===== src/rtl/pio_pkg.sv =====
package pio_pkg;
  typedef enum logic [3:0] {
    A_OWN_SET  = 4'd0,
    A_OWN_CLR  = 4'd1,
    A_OWN_STAT = 4'd2,
    A_DIR_SET  = 4'd3,
    A_DIR_CLR  = 4'd4,
    A_DIR_STAT = 4'd5,
    A_LVL_SET  = 4'd6,
    A_LVL_CLR  = 4'd7,
    A_LVL_STAT = 4'd8,
    A_FLT_SET  = 4'd9,
    A_FLT_CLR  = 4'd10,
    A_FLT_STAT = 4'd11,
    A_ODN_SET  = 4'd12,
    A_ODN_CLR  = 4'd13,
    A_ODN_STAT = 4'd14,
    A_PAD_STAT = 4'd15
  } pio_addr_e;
endpackage


===== src/rtl/pio_cfg_bank.sv =====
module pio_cfg_bank #(
  parameter int          W     = 32,
  parameter logic [W-1:0] IMPL  = '1,
  parameter logic [W-1:0] FIXED = '0,
  parameter logic [W-1:0] RST   = '0
) (
  input  logic         clk,
  input  logic         rst_ni,
  input  logic         set_en,
  input  logic         clr_en,
  input  logic [W-1:0] wdata,
  output logic [W-1:0] q
);
  localparam logic [W-1:0] WRITABLE = IMPL & ~FIXED;
  localparam logic [W-1:0] CONST_V  = IMPL & FIXED;

  logic [W-1:0] q_nx;

  // clear is applied after set, so clear wins on a coincident strobe
  always_comb begin
    q_nx = q;
    if (set_en) q_nx = q_nx | (wdata & WRITABLE);
    if (clr_en) q_nx = q_nx & ~(wdata & WRITABLE);
  end

  for (genvar i = 0; i < W; i++) begin : g_bit
    if (WRITABLE[i]) begin : g_ff
      logic bit_q;
      always_ff @(posedge clk or negedge rst_ni) begin
        if (!rst_ni)              bit_q <= RST[i];
        else if (set_en | clr_en) bit_q <= q_nx[i];
      end
      assign q[i] = bit_q;
    end else begin : g_const
      assign q[i] = CONST_V[i];
    end
  end

  p_clr_applies_r2: assert property (@(posedge clk) disable iff (!rst_ni)
    clr_en |=> ((q & $past(wdata & WRITABLE)) == '0));

  p_set_applies_r7: assert property (@(posedge clk) disable iff (!rst_ni)
    (set_en && !clr_en) |=> ((q & $past(wdata & WRITABLE)) == $past(wdata & WRITABLE)));

  p_fixed_hold_r3: assert property (@(posedge clk) disable iff (!rst_ni)
    (set_en || clr_en) |=> ((q & ~WRITABLE) == $past(q & ~WRITABLE)));
endmodule


===== src/rtl/pio_in_filter.sv =====
module pio_in_filter #(
  parameter int          W    = 32,
  parameter logic [W-1:0] IMPL = '1
) (
  input  logic         clk,
  input  logic         rst_ni,
  input  logic [W-1:0] pad_in,
  input  logic [W-1:0] flt_en,
  output logic [W-1:0] lvl
);
  logic [W-1:0] sync1_q, sync2_q, prev_q, filt_q;
  logic [W-1:0] stable, filt_nx;

  always_comb begin
    stable  = ~(sync2_q ^ prev_q);
    filt_nx = (filt_q & ~stable) | (sync2_q & stable);
  end

  always_ff @(posedge clk or negedge rst_ni) begin
    if (!rst_ni) begin
      sync1_q <= '0;
      sync2_q <= '0;
      prev_q  <= '0;
      filt_q  <= '0;
    end else begin
      sync1_q <= pad_in & IMPL;
      sync2_q <= sync1_q;
      prev_q  <= sync2_q;
      filt_q  <= filt_nx;
    end
  end

  assign lvl = ((flt_en & filt_q) | (~flt_en & sync2_q)) & IMPL;

  p_filter_needs_two_r10: assert property (@(posedge clk) disable iff (!rst_ni)
    ((filt_q ^ $past(filt_q)) & ($past(sync2_q) ^ $past(prev_q))) == '0);
endmodule


===== src/rtl/pio_pad_mux.sv =====
module pio_pad_mux #(
  parameter int          W    = 32,
  parameter logic [W-1:0] IMPL = '1
) (
  input  logic [W-1:0] own,
  input  logic [W-1:0] dir,
  input  logic [W-1:0] lvl,
  input  logic [W-1:0] odn,
  input  logic [W-1:0] per_oe,
  input  logic [W-1:0] per_out,
  input  logic [W-1:0] in_lvl,
  output logic [W-1:0] pad_oe,
  output logic [W-1:0] pad_out,
  output logic [W-1:0] per_in
);
  logic [W-1:0] sel_data, sel_drive;

  always_comb begin
    sel_data  = (own & lvl) | (~own & per_out);
    sel_drive = (own & dir) | (~own & per_oe);
    pad_out   = sel_data & IMPL;
    pad_oe    = sel_drive & ~(odn & sel_data) & IMPL;
    per_in    = in_lvl & ~own & IMPL;
  end

  always_comb begin
    a_odn_no_high_r9: assert ((pad_oe & odn & pad_out) == '0);
    a_per_in_masked_r5: assert ((per_in & own) == '0);
  end
endmodule


===== src/rtl/pin_mux_ctrl.sv =====
module pin_mux_ctrl #(
  parameter int              PIN_W     = 32,
  parameter logic [PIN_W-1:0] IMPL_MASK = 32'h0FFF_FFFF,
  parameter logic [PIN_W-1:0] GPIO_MASK = 32'h0000_00FF
) (
  input  logic             clk,
  input  logic             rst_n,
  input  logic             bus_wen,
  input  logic [3:0]       bus_addr,
  input  logic [PIN_W-1:0] bus_wdata,
  output logic [PIN_W-1:0] bus_rdata,
  input  logic [PIN_W-1:0] pad_in,
  output logic [PIN_W-1:0] pad_oe,
  output logic [PIN_W-1:0] pad_out,
  input  logic [PIN_W-1:0] per_oe,
  input  logic [PIN_W-1:0] per_out,
  output logic [PIN_W-1:0] per_in
);
  import pio_pkg::*;

  localparam int NBANK = 5;
  localparam logic [PIN_W-1:0] GPIO_IMPL = GPIO_MASK & IMPL_MASK;

  // reset: asserted asynchronously, released after two edges
  logic rst_s1_q, rst_ni;
  always_ff @(posedge clk or negedge rst_n) begin
    if (!rst_n) begin
      rst_s1_q <= 1'b0;
      rst_ni   <= 1'b0;
    end else begin
      rst_s1_q <= 1'b1;
      rst_ni   <= rst_s1_q;
    end
  end

  pio_addr_e addr;
  assign addr = pio_addr_e'(bus_addr);

  // bank index: 0 own, 1 dir, 2 lvl, 3 flt, 4 odn; set at 3k, clear at 3k+1
  logic [NBANK-1:0]       set_en, clr_en;
  logic [PIN_W-1:0]       bank_q [NBANK];

  for (genvar b = 0; b < NBANK; b++) begin : g_bank
    always_comb begin
      set_en[b] = bus_wen && (bus_addr == 4'(3 * b));
      clr_en[b] = bus_wen && (bus_addr == 4'(3 * b + 1));
    end
    pio_cfg_bank #(
      .W     (PIN_W),
      .IMPL  (IMPL_MASK),
      .FIXED ((b == 0) ? GPIO_IMPL : '0),
      .RST   ((b == 0) ? IMPL_MASK : '0)
    ) u_bank (
      .clk    (clk),
      .rst_ni (rst_ni),
      .set_en (set_en[b]),
      .clr_en (clr_en[b]),
      .wdata  (bus_wdata),
      .q      (bank_q[b])
    );
  end

  logic [PIN_W-1:0] in_lvl;

  pio_in_filter #(.W(PIN_W), .IMPL(IMPL_MASK)) u_filter (
    .clk    (clk),
    .rst_ni (rst_ni),
    .pad_in (pad_in),
    .flt_en (bank_q[3]),
    .lvl    (in_lvl)
  );

  pio_pad_mux #(.W(PIN_W), .IMPL(IMPL_MASK)) u_mux (
    .own     (bank_q[0]),
    .dir     (bank_q[1]),
    .lvl     (bank_q[2]),
    .odn     (bank_q[4]),
    .per_oe  (per_oe),
    .per_out (per_out),
    .in_lvl  (in_lvl),
    .pad_oe  (pad_oe),
    .pad_out (pad_out),
    .per_in  (per_in)
  );

  always_comb begin
    case (addr)
      A_OWN_STAT: bus_rdata = bank_q[0];
      A_DIR_STAT: bus_rdata = bank_q[1];
      A_LVL_STAT: bus_rdata = bank_q[2];
      A_FLT_STAT: bus_rdata = bank_q[3];
      A_ODN_STAT: bus_rdata = bank_q[4];
      A_PAD_STAT: bus_rdata = in_lvl;
      default:    bus_rdata = '0;
    endcase
  end

  p_rdata_unimpl_r1: assert property (@(posedge clk) disable iff (!rst_ni)
    (bus_rdata & ~IMPL_MASK) == '0);

  p_gpio_owned_r3: assert property (@(posedge clk) disable iff (!rst_ni)
    (bank_q[0] & GPIO_IMPL) == GPIO_IMPL);

  p_reset_quiet_r4: assert property (@(posedge clk) disable iff (!rst_n)
    $rose(rst_ni) |-> (bank_q[1] == '0 && bank_q[4] == '0));
endmodule


===== config.mk =====
export PLATFORM = sky130hd
export DESIGN_NAME = pin_mux_ctrl
export DESIGN_NICKNAME = d
export VERILOG_FILES = /design/src/rtl/pio_pkg.sv /design/src/rtl/pio_cfg_bank.sv /design/src/rtl/pio_in_filter.sv /design/src/rtl/pio_pad_mux.sv /design/src/rtl/pin_mux_ctrl.sv
export SDC_FILE = /design/constraint.sdc
export NUM_CORES = 1
export LEC_CHECK = 0
export ABC_AREA = 0
export BUFFER_PORTS_ARGS = -buffer_cell sky130_fd_sc_hd__buf_4
export CAP_MARGIN = 0
export CORE_MARGIN = 2
export CORE_UTILIZATION = 32
export DETAILED_ROUTE_END_ITERATION = 8
export GPL_TIMING_DRIVEN = 0
export PLACE_DENSITY = 0.61
export SETUP_SLACK_MARGIN = 0.15
export SLEW_MARGIN = 20
export SYNTH_ARGS = -nofsm -noshare
export SYNTH_HDL_FRONTEND = slang
export SYNTH_HIERARCHICAL = 1
export SYNTH_SLANG_ARGS = --single-unit

===== constraint.sdc =====
create_clock -name clk -period 18.25 [get_ports clk]
set_input_delay 0.9125 -clock clk [delete_from_list [all_inputs] [get_ports clk]]
set_output_delay 0.9125 -clock clk [all_outputs]
set_load 0.02 [all_outputs]

==> impl_metrics.csv <==
group,metric,value,unit
clock_tree,post-cts-setup-buffers,0,
timing,skew,0.00945,ns
grt,antenna_found_initial,1,
final_layout,area_growth,26.6,%
critical_path,cp-start-kind,"input pin",
grt,grt_pass1_vias,9980,
clock_tree,cts-htree-levels,1,
timing,fin_crit_sh,21.1,%
grt,grt_pass1_wl,63.0,mm
place,dp_hpwl,29.5,mm
run_status,status,"completed",
critical_path,cpMostUsedCell,"buf_4",
power,seqPwrFrac,37.1,%
routing,drt_iter0_drc,574,
routing,post_drt_via_cell_ratio,4.95,
clock_tree,cts_tree,"built",
floorplanning,start_util,32.6,%
timing,drv_slew,0,
logic_synthesis,netlist.area_leader.share,42.2,%
logic_synthesis,yosysUniqueCellTypes,45,
clock_tree,insertion_delay,0.57,ns
place,globalplace.congestion,0.813,
final_layout,final_nets,1589,
logic_synthesis,synth_flop_cell,"dfrtp_1",
power,p_int,1.30,mW
routing,drcViolationCount,0,
timing,timing.final.crit_period,3.86,ns
floorplanning,coreArea,41100,sq um
routing,ant_nets,0,
timing,finalSetupViolCount,0,
critical_path,crit_fanout,10,
critical_path,crit_path_cell_trace,"buf_4, buf_6, nor4b_4, buf_2, a22oi_1, o211ai_1, buf_4",
flow_run,drv_cap,0,
floorplanning,die_y,209,um
clock_tree,ctsResizeCount,0,
critical_path,startpoint,"bus_addr[2]",
logic_synthesis,avgSynthCellArea,11.5,sq um
logic_synthesis,synthCells,1161,
clock_tree,cts_root_buf,"clkbuf_16",
place,io_buffers,221,
timing,rsz0062_at_grt,"false",
power,irDropWorstVdd,0.0000659,V
routing,finalWirelength,42.6,mm
timing,holdWs,0.121,ns
logic_synthesis,synth_edf_count,0,
critical_path,required,17.34,ns
timing,worst_slew_pin_slew,1.06,ns
timing,max_slew_margin,29.6,%
critical_path,cp.depth,7,
critical_path,critPathKind,"in2out",
critical_path,endpoint,"bus_rdata[17]",
logic_synthesis,synth-async-reset-ratio,100,%
power,power_frac_comb,31.4,%
timing,hold_viol_final,0,
timing,worst_slack,14.39,ns
critical_path,slowest_stage,"nor4b_4",
worst_hold_path,hp-class,"in2async",
grt,grtUsageTotal,19.3,%
critical_path,reg2reg_to,"g_bank[0].u_bank/g_bit[11].g_ff.bit_q$_DFFE_PN1P_",
power,p_sw,0.572,mW
critical_path,regToRegSetupSlack,17.16,ns
floorplanning,die_w,209,um
power,leakage,7.57,nW
critical_path,cpPeakStageDelay,0.74,ns
critical_path,arrival,2.95,ns
clock_tree,clk_pin_slew,0.05,ns
clock_tree,numCtsBuffers,30,
routing,wire_per_inst,21.2,um
critical_path,path_buf_inv,4,
routing,drt_first_pass_iters,5,
critical_path,crit_path_end_kind,"primary output",
logic_synthesis,ys_top_cells_by_count,"226 x dfrtp_1, 184 x buf_4, 160 x a21oi_2, 104 x a21oi_1, 69 x a22oi_1",
clock_tree,clk_path_buf_depth,3,
logic_synthesis,yosysWarnings,6,
timing,fmax,259,MHz
clock_tree,clock-sinks,246,
logic_synthesis,synth-seq-area-share,46.1,%
floorplanning,rows,74,
logic_synthesis,ys_ff_latch,246,
logic_synthesis,yosysMostFrequentCell,"dfrtp_1",
critical_path,r2r_cells,1,
power,swShare,30.6,%
place,pre_cts_slack,14.42,ns
logic_synthesis,synth_largest_area_cell,"dfrtp_1",
critical_path,cp_top_family,"buffers and inverters",
power,power.share.clock,31.4,%
critical_path,r2r-start,"rst_ni$_DFF_PN0_",
final_layout,num_antenna_cells,0,
grt,grt-ovfl-total,0,
floorplanning,io_pins,263,
floorplanning,die_area,43500,sq um
logic_synthesis,synth_area_leaders,"dfrtp_1 42%, a21oi_2 10%, buf_4 10%",
grt,grt_max_degree,59,
routing,vias,9944,
timing,tns,0,ns
logic_synthesis,synth_area,13400,sq um
final_layout,fill_cells,3947,
power,p_per_area,110,nW/um^2
clock_tree,hold_buffers,0,
final_layout,drive_gt1_share,52.5,%
power groups by stage:
stage / registers [mW] / clock network (mW) / logic (mW)
finish: 0.695 / 0.588 / 0.588
detailed placement: 0.703 / 0 / 0.586
global placement: 0.709 / 0 / 0.566
CTS: 0.695 / 0.607 / 0.587
global route: 0.705 / 0.629 / 0.635
floorplan: 0.696 / 0 / 0.411
layout by cell type, fill, tap and decap left out, types with 3 or more instances in the layout:
cell type | Yosys | routed
clkinv_2 | 0 | 4
nor3_1 | 3 | 3
dfstp_2 | 20 | 20
clkbuf_1 | 6 | 15
buf_2 | 17 | 17
clkbuf_16 | 0 | 31
o211ai_1 | 9 | 9
mux2_4 | 58 | 58
o21ai_0 | 5 | 5
maj3_2 | 28 | 28
a22oi_1 | 69 | 69
buf_6 | 17 | 17
and2b_1 | 28 | 28
o221ai_1 | 18 | 18
buf_12 | 8 | 8
mux2_2 | 6 | 6
nand2b_1 | 3 | 3
a31oi_1 | 3 | 3
clkbuf_8 | 0 | 8
dfrtp_1 | 226 | 225
a21oi_1 | 104 | 104
a32o_1 | 30 | 30
nand2_1 | 66 | 66
buf_4 | 184 | 405
buf_16 | 0 | 4
a221o_1 | 3 | 3
conb_1 | 9 | 45
nor3b_1 | 9 | 9
nor2_1 | 9 | 9
and3_1 | 8 | 8
a21oi_2 | 160 | 160
nor2b_1 | 31 | 31
area by class of cell:
cell class / count / area, sq um / share of cell area [%]
timing repair buffer: 225 / 1770 / 10.4
inverter: 3 / 11.3 / 0.0664
tap: 532 / 666 / 3.92
sequential: 246 / 6180 / 36.5
multi-input combinational: 716 / 5500 / 32.5
clock buffer: 48 / 920 / 5.42
buffer: 232 / 1840 / 10.9
clock inverter: 7 / 65.1 / 0.384
layer usage:
metal / part of all wire, % / GRT usage, % / routed length, um
met2: 47 / 31.4 / 20100
met3: 5.5 / 3.44 / 2350
met4: 2.4 / 5.44 / 1040
met1: 45 / 26.4 / 19100
met5: 0.038 / 0 / 16
worst min-delay path by stage:
| stage | cells after the start | start | end |
|---|---|---|---|
| floorplan | 0 | rst_s1_q$_DFF_PN0_ | rst_ni$_DFF_PN0_ |
| global placement | 0 | u_filter/sync1_q[15]$_DFF_PN0_ | u_filter/sync2_q[15]$_DFF_PN0_ |
| CTS | 1 | rst_n | rst_ni$_DFF_PN0_ |
| global route | 1 | rst_n | rst_ni$_DFF_PN0_ |
| detailed placement | 0 | u_filter/sync1_q[10]$_DFF_PN0_ | u_filter/sync2_q[10]$_DFF_PN0_ |
| finish | 1 | rst_n | rst_ni$_DFF_PN0_ |
cell families after synthesis:
family                   count (synthesis)  share of synthesized area [%]
other                                    9                          0.252
AND/OR/NAND/NOR                        167                           7.04
adder cells (fa/ha/maj)                 28                           2.35
AO/OA/AOI/OAI                          411                           23.3
multiplexers                            65                           7.08
buffers and inverters                  235                           13.8
flip-flops                             246                           46.1
per-stage QoR:
step / cells / area (sq um) / power [mW] / utilization [%]
3_3_place_gp: 1950 / 15900 / 1.28 / 38.6
3_5_place_dp: 1954 / 16000 / 1.29 / 38.9
6_report: 2009 / 17000 / 1.87 / 41.3
2_1_floorplan: 1197 / 13500 / 1.11 / -
5_1_grt: 2009 / 17000 / 1.97 / 41.3
4_1_cts: 2009 / 17000 / 1.89 / 41.3
Note: power is estimated with default switching activity, not from simulation.
